==> src/rtl/nts_pkg.sv <==
package nts_pkg;
  typedef enum logic [1:0] {
    RATE_NOM  = 2'd0,
    RATE_SLOW = 2'd1,
    RATE_FAST = 2'd2
  } rate_e;

  typedef struct packed {
    logic  load;
    logic  hold;
    rate_e rate;
  } ctrl_s;
endpackage

==> src/rtl/nts_ctrl.sv <==
module nts_ctrl
  import nts_pkg::*;
#(
  parameter int ID_W   = 8,
  parameter int TIME_W = 16
) (
  input  logic              clk,
  input  logic              rst_n,
  input  logic [ID_W-1:0]   nodeId,
  input  logic              cmIdWr,
  input  logic [ID_W-1:0]   cmIdWrData,
  input  logic              swReset,
  input  logic              stopCtl,
  input  logic              pktValid,
  input  logic [ID_W-1:0]   pktSrcId,
  input  logic [TIME_W-1:0] pktTime,
  input  logic [TIME_W-1:0] timeNow,
  output logic              isMaster,
  output ctrl_s             ctrl
);
  logic [ID_W-1:0] cmIdReg;
  logic            stopPrev;
  logic            armed;
  rate_e           rateMode;
  logic            rearm;
  logic            qualify;
  logic signed [TIME_W-1:0] diff;
  rate_e           zoneRate;

  assign isMaster = (cmIdReg == nodeId);
  assign rearm    = cmIdWr | swReset | (stopPrev & ~stopCtl);
  assign qualify  = pktValid & ~stopCtl & ~isMaster &
                    (pktSrcId == cmIdReg) & ~rearm;
  assign diff     = signed'(timeNow - pktTime);

  always_comb begin
    if (diff >= 2)       zoneRate = RATE_SLOW;
    else if (diff <= -1) zoneRate = RATE_FAST;
    else                 zoneRate = RATE_NOM;
  end

  always_ff @(posedge clk or negedge rst_n) begin
    if (!rst_n) begin
      cmIdReg  <= '0;
      stopPrev <= 1'b0;
      armed    <= 1'b1;
      rateMode <= RATE_NOM;
    end else begin
      stopPrev <= stopCtl;
      if (cmIdWr) cmIdReg <= cmIdWrData;
      if (rearm) begin
        armed    <= 1'b1;
        rateMode <= RATE_NOM;
      end else if (qualify) begin
        if (armed) begin
          armed    <= 1'b0;
          rateMode <= RATE_NOM;
        end else begin
          rateMode <= zoneRate;
        end
      end
    end
  end

  always_comb begin
    ctrl.load = qualify & armed;
    ctrl.hold = stopCtl;
    ctrl.rate = isMaster ? RATE_NOM : rateMode;
  end
endmodule

==> src/rtl/nts_datapath.sv <==
module nts_datapath
  import nts_pkg::*;
#(
  parameter int TIME_W   = 16,
  parameter int TICK_DIV = 8
) (
  input  logic              clk,
  input  logic              rst_n,
  input  ctrl_s             ctrl,
  input  logic [TIME_W-1:0] pktTime,
  input  logic              rdEn,
  input  logic              rdAddr,
  output logic [TIME_W-1:0] timeNow,
  output logic [7:0]        rdData
);
  localparam int DIV_W = $clog2(TICK_DIV + 2);
  localparam logic [DIV_W-1:0] LAST_NOM  = DIV_W'(TICK_DIV - 1);
  localparam logic [DIV_W-1:0] LAST_SLOW = DIV_W'(TICK_DIV);
  localparam logic [DIV_W-1:0] LAST_FAST = DIV_W'(TICK_DIV - 2);

  logic [DIV_W-1:0]  divCnt;
  logic [DIV_W-1:0]  lastCnt;
  logic [TIME_W-1:0] cnt;
  logic [7:0]        hiLatch;

  always_comb begin
    unique case (ctrl.rate)
      RATE_SLOW: lastCnt = LAST_SLOW;
      RATE_FAST: lastCnt = LAST_FAST;
      default:   lastCnt = LAST_NOM;
    endcase
  end

  always_ff @(posedge clk or negedge rst_n) begin
    if (!rst_n) begin
      cnt    <= '0;
      divCnt <= '0;
    end else if (ctrl.load) begin
      cnt    <= pktTime;
      divCnt <= '0;
    end else if (!ctrl.hold) begin
      if (divCnt >= lastCnt) begin
        divCnt <= '0;
        cnt    <= cnt + 1'b1;
      end else begin
        divCnt <= divCnt + 1'b1;
      end
    end
  end

  always_ff @(posedge clk or negedge rst_n) begin
    if (!rst_n) begin
      rdData  <= '0;
      hiLatch <= '0;
    end else if (rdEn) begin
      if (!rdAddr) begin
        rdData  <= cnt[7:0];
        hiLatch <= cnt[15:8];
      end else begin
        rdData  <= hiLatch;
      end
    end
  end

  assign timeNow = cnt;
endmodule

==> src/rtl/net_time_sync.sv <==
module net_time_sync
  import nts_pkg::*;
#(
  parameter int ID_W     = 8,
  parameter int TICK_DIV = 8
) (
  input  logic            clk,
  input  logic            rst_n,
  input  logic [ID_W-1:0] nodeId,
  input  logic            cmIdWr,
  input  logic [ID_W-1:0] cmIdWrData,
  input  logic            swReset,
  input  logic            stopCtl,
  input  logic            pktValid,
  input  logic [ID_W-1:0] pktSrcId,
  input  logic [15:0]     pktTime,
  input  logic            rdEn,
  input  logic            rdAddr,
  output logic [7:0]      rdData,
  output logic [15:0]     timeNow,
  output logic            isMaster
);
  localparam int TIME_W = 16;
  ctrl_s ctrl;

  nts_ctrl #(.ID_W(ID_W), .TIME_W(TIME_W)) u_ctrl (
    .clk(clk), .rst_n(rst_n), .nodeId(nodeId), .cmIdWr(cmIdWr),
    .cmIdWrData(cmIdWrData), .swReset(swReset), .stopCtl(stopCtl),
    .pktValid(pktValid), .pktSrcId(pktSrcId), .pktTime(pktTime),
    .timeNow(timeNow), .isMaster(isMaster), .ctrl(ctrl)
  );

  nts_datapath #(.TIME_W(TIME_W), .TICK_DIV(TICK_DIV)) u_dp (
    .clk(clk), .rst_n(rst_n), .ctrl(ctrl), .pktTime(pktTime),
    .rdEn(rdEn), .rdAddr(rdAddr), .timeNow(timeNow), .rdData(rdData)
  );
endmodule

==> config.mk <==
export PLATFORM = sky130hd
export DESIGN_NAME = net_time_sync
export DESIGN_NICKNAME = d
export VERILOG_FILES = /design/src/rtl/nts_pkg.sv /design/src/rtl/nts_ctrl.sv /design/src/rtl/nts_datapath.sv /design/src/rtl/net_time_sync.sv
export SDC_FILE = /design/constraint.sdc
export NUM_CORES = 1
export LEC_CHECK = 0
export ABC_CLOCK_PERIOD_IN_PS = 3800
export BUFFER_PORTS_ARGS = -buffer_cell sky130_fd_sc_hd__buf_2
export CAP_MARGIN = 10
export CELL_PAD_IN_SITES_DETAIL_PLACEMENT = 0
export CELL_PAD_IN_SITES_GLOBAL_PLACEMENT = 1
export CORE_ASPECT_RATIO = 1.2
export CORE_UTILIZATION = 42
export CTS_CLUSTER_SIZE = 30
export DETAILED_ROUTE_END_ITERATION = 8
export PLACE_DENSITY_LB_ADDON = 0.1
export SYNTH_ARGS = -nofsm -noshare
export SYNTH_HDL_FRONTEND = slang
export SYNTH_HIERARCHICAL = 1
export SYNTH_SLANG_ARGS = --single-unit
==> constraint.sdc <==
create_clock -name clk -period 3.8 [get_ports clk]
set_input_delay 0.38 -clock clk [delete_from_list [all_inputs] [get_ports clk]]
set_output_delay 0.38 -clock clk [all_outputs]
set_load 0.03 [all_outputs]
[Yosys cells after proc, flatten, opt, wreduce, memory -nomap -nowiden]
Index checks and enable logic that the tools add are counted.
Word-level totals
  output and inout port bits: 25
  register bits: 48
  word-level logic and storage cells: 51
Cells by class
  $add $sub $neg: 3
  bitwise operators: 12
  muxes and demuxes: 16
  eq/ne operators: 5
  reductions and logical operators: 4
  magnitude comparators: 3
Operators with widths (count)
  2-to-1 mux 16 bit: 3
  adder 16 x 1 -> 16 bit, second input constant: 1
  == test 8 bit: 2
  greater-or-equal comparator 16 x 3 -> 1 bit, second input constant: 1
  <= comparator 16 x 1 -> 1 bit, second input constant: 1
  subtractor 16 bit: 1
  2-to-1 mux 2 bit: 6
  2-to-1 mux 4 bit: 3
  2-to-1 mux 8 bit: 1
  case mux 4 bit (2 select lines): 1
  AND 1 bit: 6
  adder 4 x 1 -> 4 bit, second input constant: 1
  greater-or-equal comparator 4 bit: 1
  inverter 1 bit: 4
  AND reduction 2 bit: 2
  nonzero test 2 bit: 2
  == test 2 x 1 -> 1 bit, second input constant: 1
  == test 2 bit, second input constant: 1
  2-to-1 mux 1 bit: 2
  != test 2 x 1 -> 1 bit, second input constant: 1
  OR 1 bit: 2

[Depth between registers and ports, before layout]
  depth after elaboration: 8
  mapped depth: 14
  depth with buffers taken out: 12

[Hierarchy]
The synthesis kept the hierarchy.
Modules (own cells, without submodules)
  nts_datapath: cells each 227, instances 1, area each 2117.0 µm²
  nts_ctrl: cells each 217, instances 1, area each 1704.1 µm²

[Worst setup path before layout]
Ideal clock, no wire load.
  path type: reg2reg
  start point: register u_dp.cnt[0] (netlist: u_dp/timeNow[0])
  end point: register u_ctrl.rateMode[0]
  cell stages (with the launch flop): 13
  buffers on the path: 0
  period minus slack after synthesis: 2.870 ns
  setup slack: 0.930 ns
  arrival: 2.743 ns
  path through: dfrtp_1 -> inv_1 -> ha_1 -> inv_1 -> fa_1 -> xnor2_1 -> o21ai_0 -> a211o_1 -> or4_1 -> a2111oi_2 -> nand4_1 -> nor4_2 -> o21ai_1
Between the ends
  cells in the longest elaborated chain, start to end: 6
Ends and longest elaborated chain
  from (decl): line nts_datapath.sv:23  | logic [TIME_W-1:0] cnt;
  from (signal assigned): line nts_datapath.sv:39  | cnt <= pktTime;
  from (signal assigned): line nts_datapath.sv:44  | cnt <= cnt + 1'b1;
  subtractor 16 bit: line nts_ctrl.sv:34  | assign diff = signed'(timeNow - pktTime);
  greater-or-equal comparator 16 x 3 -> 1 bit: line nts_ctrl.sv:37  | if (diff >= 2) zoneRate = RATE_SLOW;
  2-to-1 mux 2 bit: line nts_ctrl.sv:37
  2-to-1 mux 2 bit: line nts_ctrl.sv:55  | if (armed) begin
  2-to-1 mux 2 bit: line nts_ctrl.sv:54  | end else if (qualify) begin
  2-to-1 mux 2 bit: line nts_ctrl.sv:51  | if (rearm) begin
  to (signal assigned): line nts_ctrl.sv:59  | rateMode <= zoneRate;
  to (decl): line nts_ctrl.sv:24  | rate_e rateMode;
Every way passes these cells. The select of a mux whose other input is x is not followed.
A chain may end at the register's enable or synchronous reset.

==> impl_metrics.yaml <==
clock_network:
  numCtsBuffers: 5
  clk-insertion-delay-late_ns: 0.30
  cts_tree: "done"
  cts_setup_buffers: 0
  ctsResizeCount: 0
  ctsHoldBuffers: 0
  clockBufferDepth: 2
  cts.reportedPaths.clkPinSlew_ns: 0.09
  htreeDepth: 2
  clock_sinks: 48
  cts-root-buf: "clkbuf_8"
timing:
  skew_ns: 0.00606
  rsz0062_at_grt: "no"
  fin_ws_ns: 0.473
  fin_crit_sh_pct: 87.6
  worst_pin_slew_ns: 0.750
  maxSlewHeadroom_pct: 49.9
  finalSetupViolCount: 0
  slew_viol_final: 0
  min_period_ns: 3.33
  hold_slack_ns: 0.167
  hold_violations: 0
  fmax_mhz: 301
  fin_tns_setup_ns: 0
cells_and_area:
  multi_input_comb_area_mm2: 0.00241
  syn_to_final_growth_pct: 15.9
  fin_nets: 583
  drive_gt1_share_pct: 23.2
  antenna_cells: 0
  seqCellArea_mm2: 0.00120
  fillers: 886
critical_path:
  cp.arrival_ns: 3.51
  path_class: "reg2reg"
  critPathRequiredTime_ns: 3.98
  cp-start-kind: "register"
  path_max_fanout: 23
  reg2reg_depth: 10
  crit_path_end_kind: "register"
route:
  drt-pass1-iter-count: 5
  drc: 0
  drt_iter0_drc: 273
  wl_um: 10400
  num_vias: 3631
  wl_per_cell_um: 16.5
  drtAntennaViolNets: 0
  viasPerCell: 5.76
grt:
  antenna_found_initial: 0
  grt_first_pass_wirelength_um: 17000
  grt_use_total_pct: 23.3
  grt_pass1_vias: 3515
  overflow: 0
  grt_max_degree: 49
power:
  combPwrFrac_pct: 46.6
  irDropWorstVdd_v: 0.000361
  swShare_pct: 43.0
  power.internal_uw: 1140
  power_frac_seq_pct: 33.9
  clkPwrFrac_pct: 19.4
  p_sw_uw: 859
  power_density_mw_per_mm2: 451
  p_leak_uw: 0.00194
placement:
  preCtsSetupSlack_ns: 0.461
  hpwl_um: 7970
  gp_congestion: 0.874
  io_buffers: 72
yosys:
  syn-num-nets: 515
  synthArstFlopShare_pct: 100
  synth.most_common_cell: "dfrtp_1"
  syn_area_per_cell_um2: 8.61
  yosysSeqAreaShare_pct: 31.5
  yosys.area.top_type: "dfrtp_1"
  synthDistinctLibCells: 66
  yosysWarnings: 6
  ys_top_cells_by_count: "47 x dfrtp_1, 40 x nor2_1, 31 x inv_1"
  ys_ff_latch: 48
  syn_area_mm2: 0.00382
  synth_edf_count: 0
  synth_top_cell_area_share_pct: 30.8
  synth.top_cells.by_area: "dfrtp_1 31%, ha_1 7.2%, mux2_2 4.7%"
  synthFlopType: "dfrtp_1"
  syn_inst: 444
floorplan:
  coreArea_mm2: 0.00870
  dieWidth_um: 89.1
  initial_core_util_pct: 43.9
  die_h_um: 106
  rows: 37
  io_pins: 73
  fp.dieArea_mm2: 0.00948
status:
  status: "finished clean"
worst_hold_path:
  hold_path_class: "in2async"
flow_run:
  max_cap_violations: 0
[final timing paths]
check	end	from	slack (ns)
setup reg to reg	u_dp/timeNow[13]	u_ctrl/cmIdReg[7]	0.47
setup / recovery	u_dp/timeNow[13]	u_ctrl/cmIdReg[7]	0.47
min in group clk	u_ctrl/cmIdReg[1]	cmIdWrData[1]	0.30
hold reg to reg	u_dp/hiLatch[0]	u_dp/hiLatch[0]	0.52
max in group asynchronous	u_dp/timeNow[5]	rst_n	3.21
hold / removal	u_ctrl/cmIdReg[4]	rst_n	0.17
[cell type report]
type,instances,share of cell area (%)
multi-input combinational,344,54.5
sequential,48,27.1
timing repair buffer,80,9.49
tap,117,3.31
inverter,33,2.80
clock buffer,6,1.86
clock inverter,2,0.876
[metrics by stage]
step                util [%]  area [um^2]  power, uW  std cells
floorplan                  -         3820       1330        444
global placement        49.5         4310       1610        622
detailed placement      49.5         4310       1620        622
CTS                     50.9         4430       2010        630
global route            50.9         4430       2150        630
finish                  50.9         4430       2000        630
[sequential cells by signal, indices dropped and copies added (netlist names)]
signal and count:
u_ctrl/stopPrev 1, u_ctrl/cmIdReg 8, u_ctrl/rateMode 2, u_dp/hiLatch 8, u_dp/timeNow 16, u_dp/divCnt 4
u_ctrl/armed 1, u_dp/rdData 8
[routing by layer]
layer / up-vias / part of all wire, % / GRT usage (%)
met5: - / 0 / 0
li1: 1775 / - / -
met4: 0 / 1.7 / 6.80
met1: 1724 / 43 / 29.4
met2: 118 / 51 / 41.0
met3: 14 / 4.3 / 2.72
[worst max-delay path: stages (launching register included)]
cell     delay, ns
dfrtp_1       0.42
xor2_1        0.15
nor4_1        0.43
nand2_1       0.16
and2_1        0.19
ha_1          0.28
ha_1          0.27
nor2b_1       0.14
o21a_1        0.63
nor4_1        0.15
or3_1         0.39
[placed cells by master (no fill, tap or decap), drive strengths merged, types with 3 or more instances in the layout]
master   netlist  routed
or4            9       9
nand3         17      17
or3            5       5
nand4         13      13
dfrtp         47      47
nor4b          3       3
nor4           8       8
and2           5       5
nor3b          4       4
inv           33      33
o22ai          5       5
o31ai          9       9
clkbuf        13       6
nand2b         4       4
nor2          40      40
nand2         24      24
and3           4       4
mux2          16      16
a31oi          6       6
buf            6      80
a2111oi        4       4
nor3          17      17
nor2b         10      10
o21ai         18      18
xnor2          6       6
a21oi         24      24
a311oi         3       3
a211oi         5       5
ha            22      22
mux2i         11      11
xor2          15      15
o21a           4       4
o311ai         8       8
[power groups by stage]
stage          clock, uW  combinational (uW)  sequential [uW]
2_1_floorplan          0                 588              738
3_3_place_gp           0                 922              689
3_5_place_dp           0                 924              692
4_1_cts              403                 929              681
5_1_grt              421                1040              692
6_report             388                 931              677
[kinds of logic after synthesis]
| group | Yosys count | share of synthesized area, % |
|---|---|---|
| muxes | 27 | 7.60 |
| xor gates and xnor gates | 21 | 4.81 |
| and+or+nand+nor | 170 | 24.2 |
| DFF | 48 | 31.5 |
| buffers and inverters | 52 | 5.34 |
| adders and majority gates | 23 | 7.73 |
| AOI/OAI and AO/OA | 103 | 18.8 |
No activity file was read; power rests on OpenSTA's default activity.
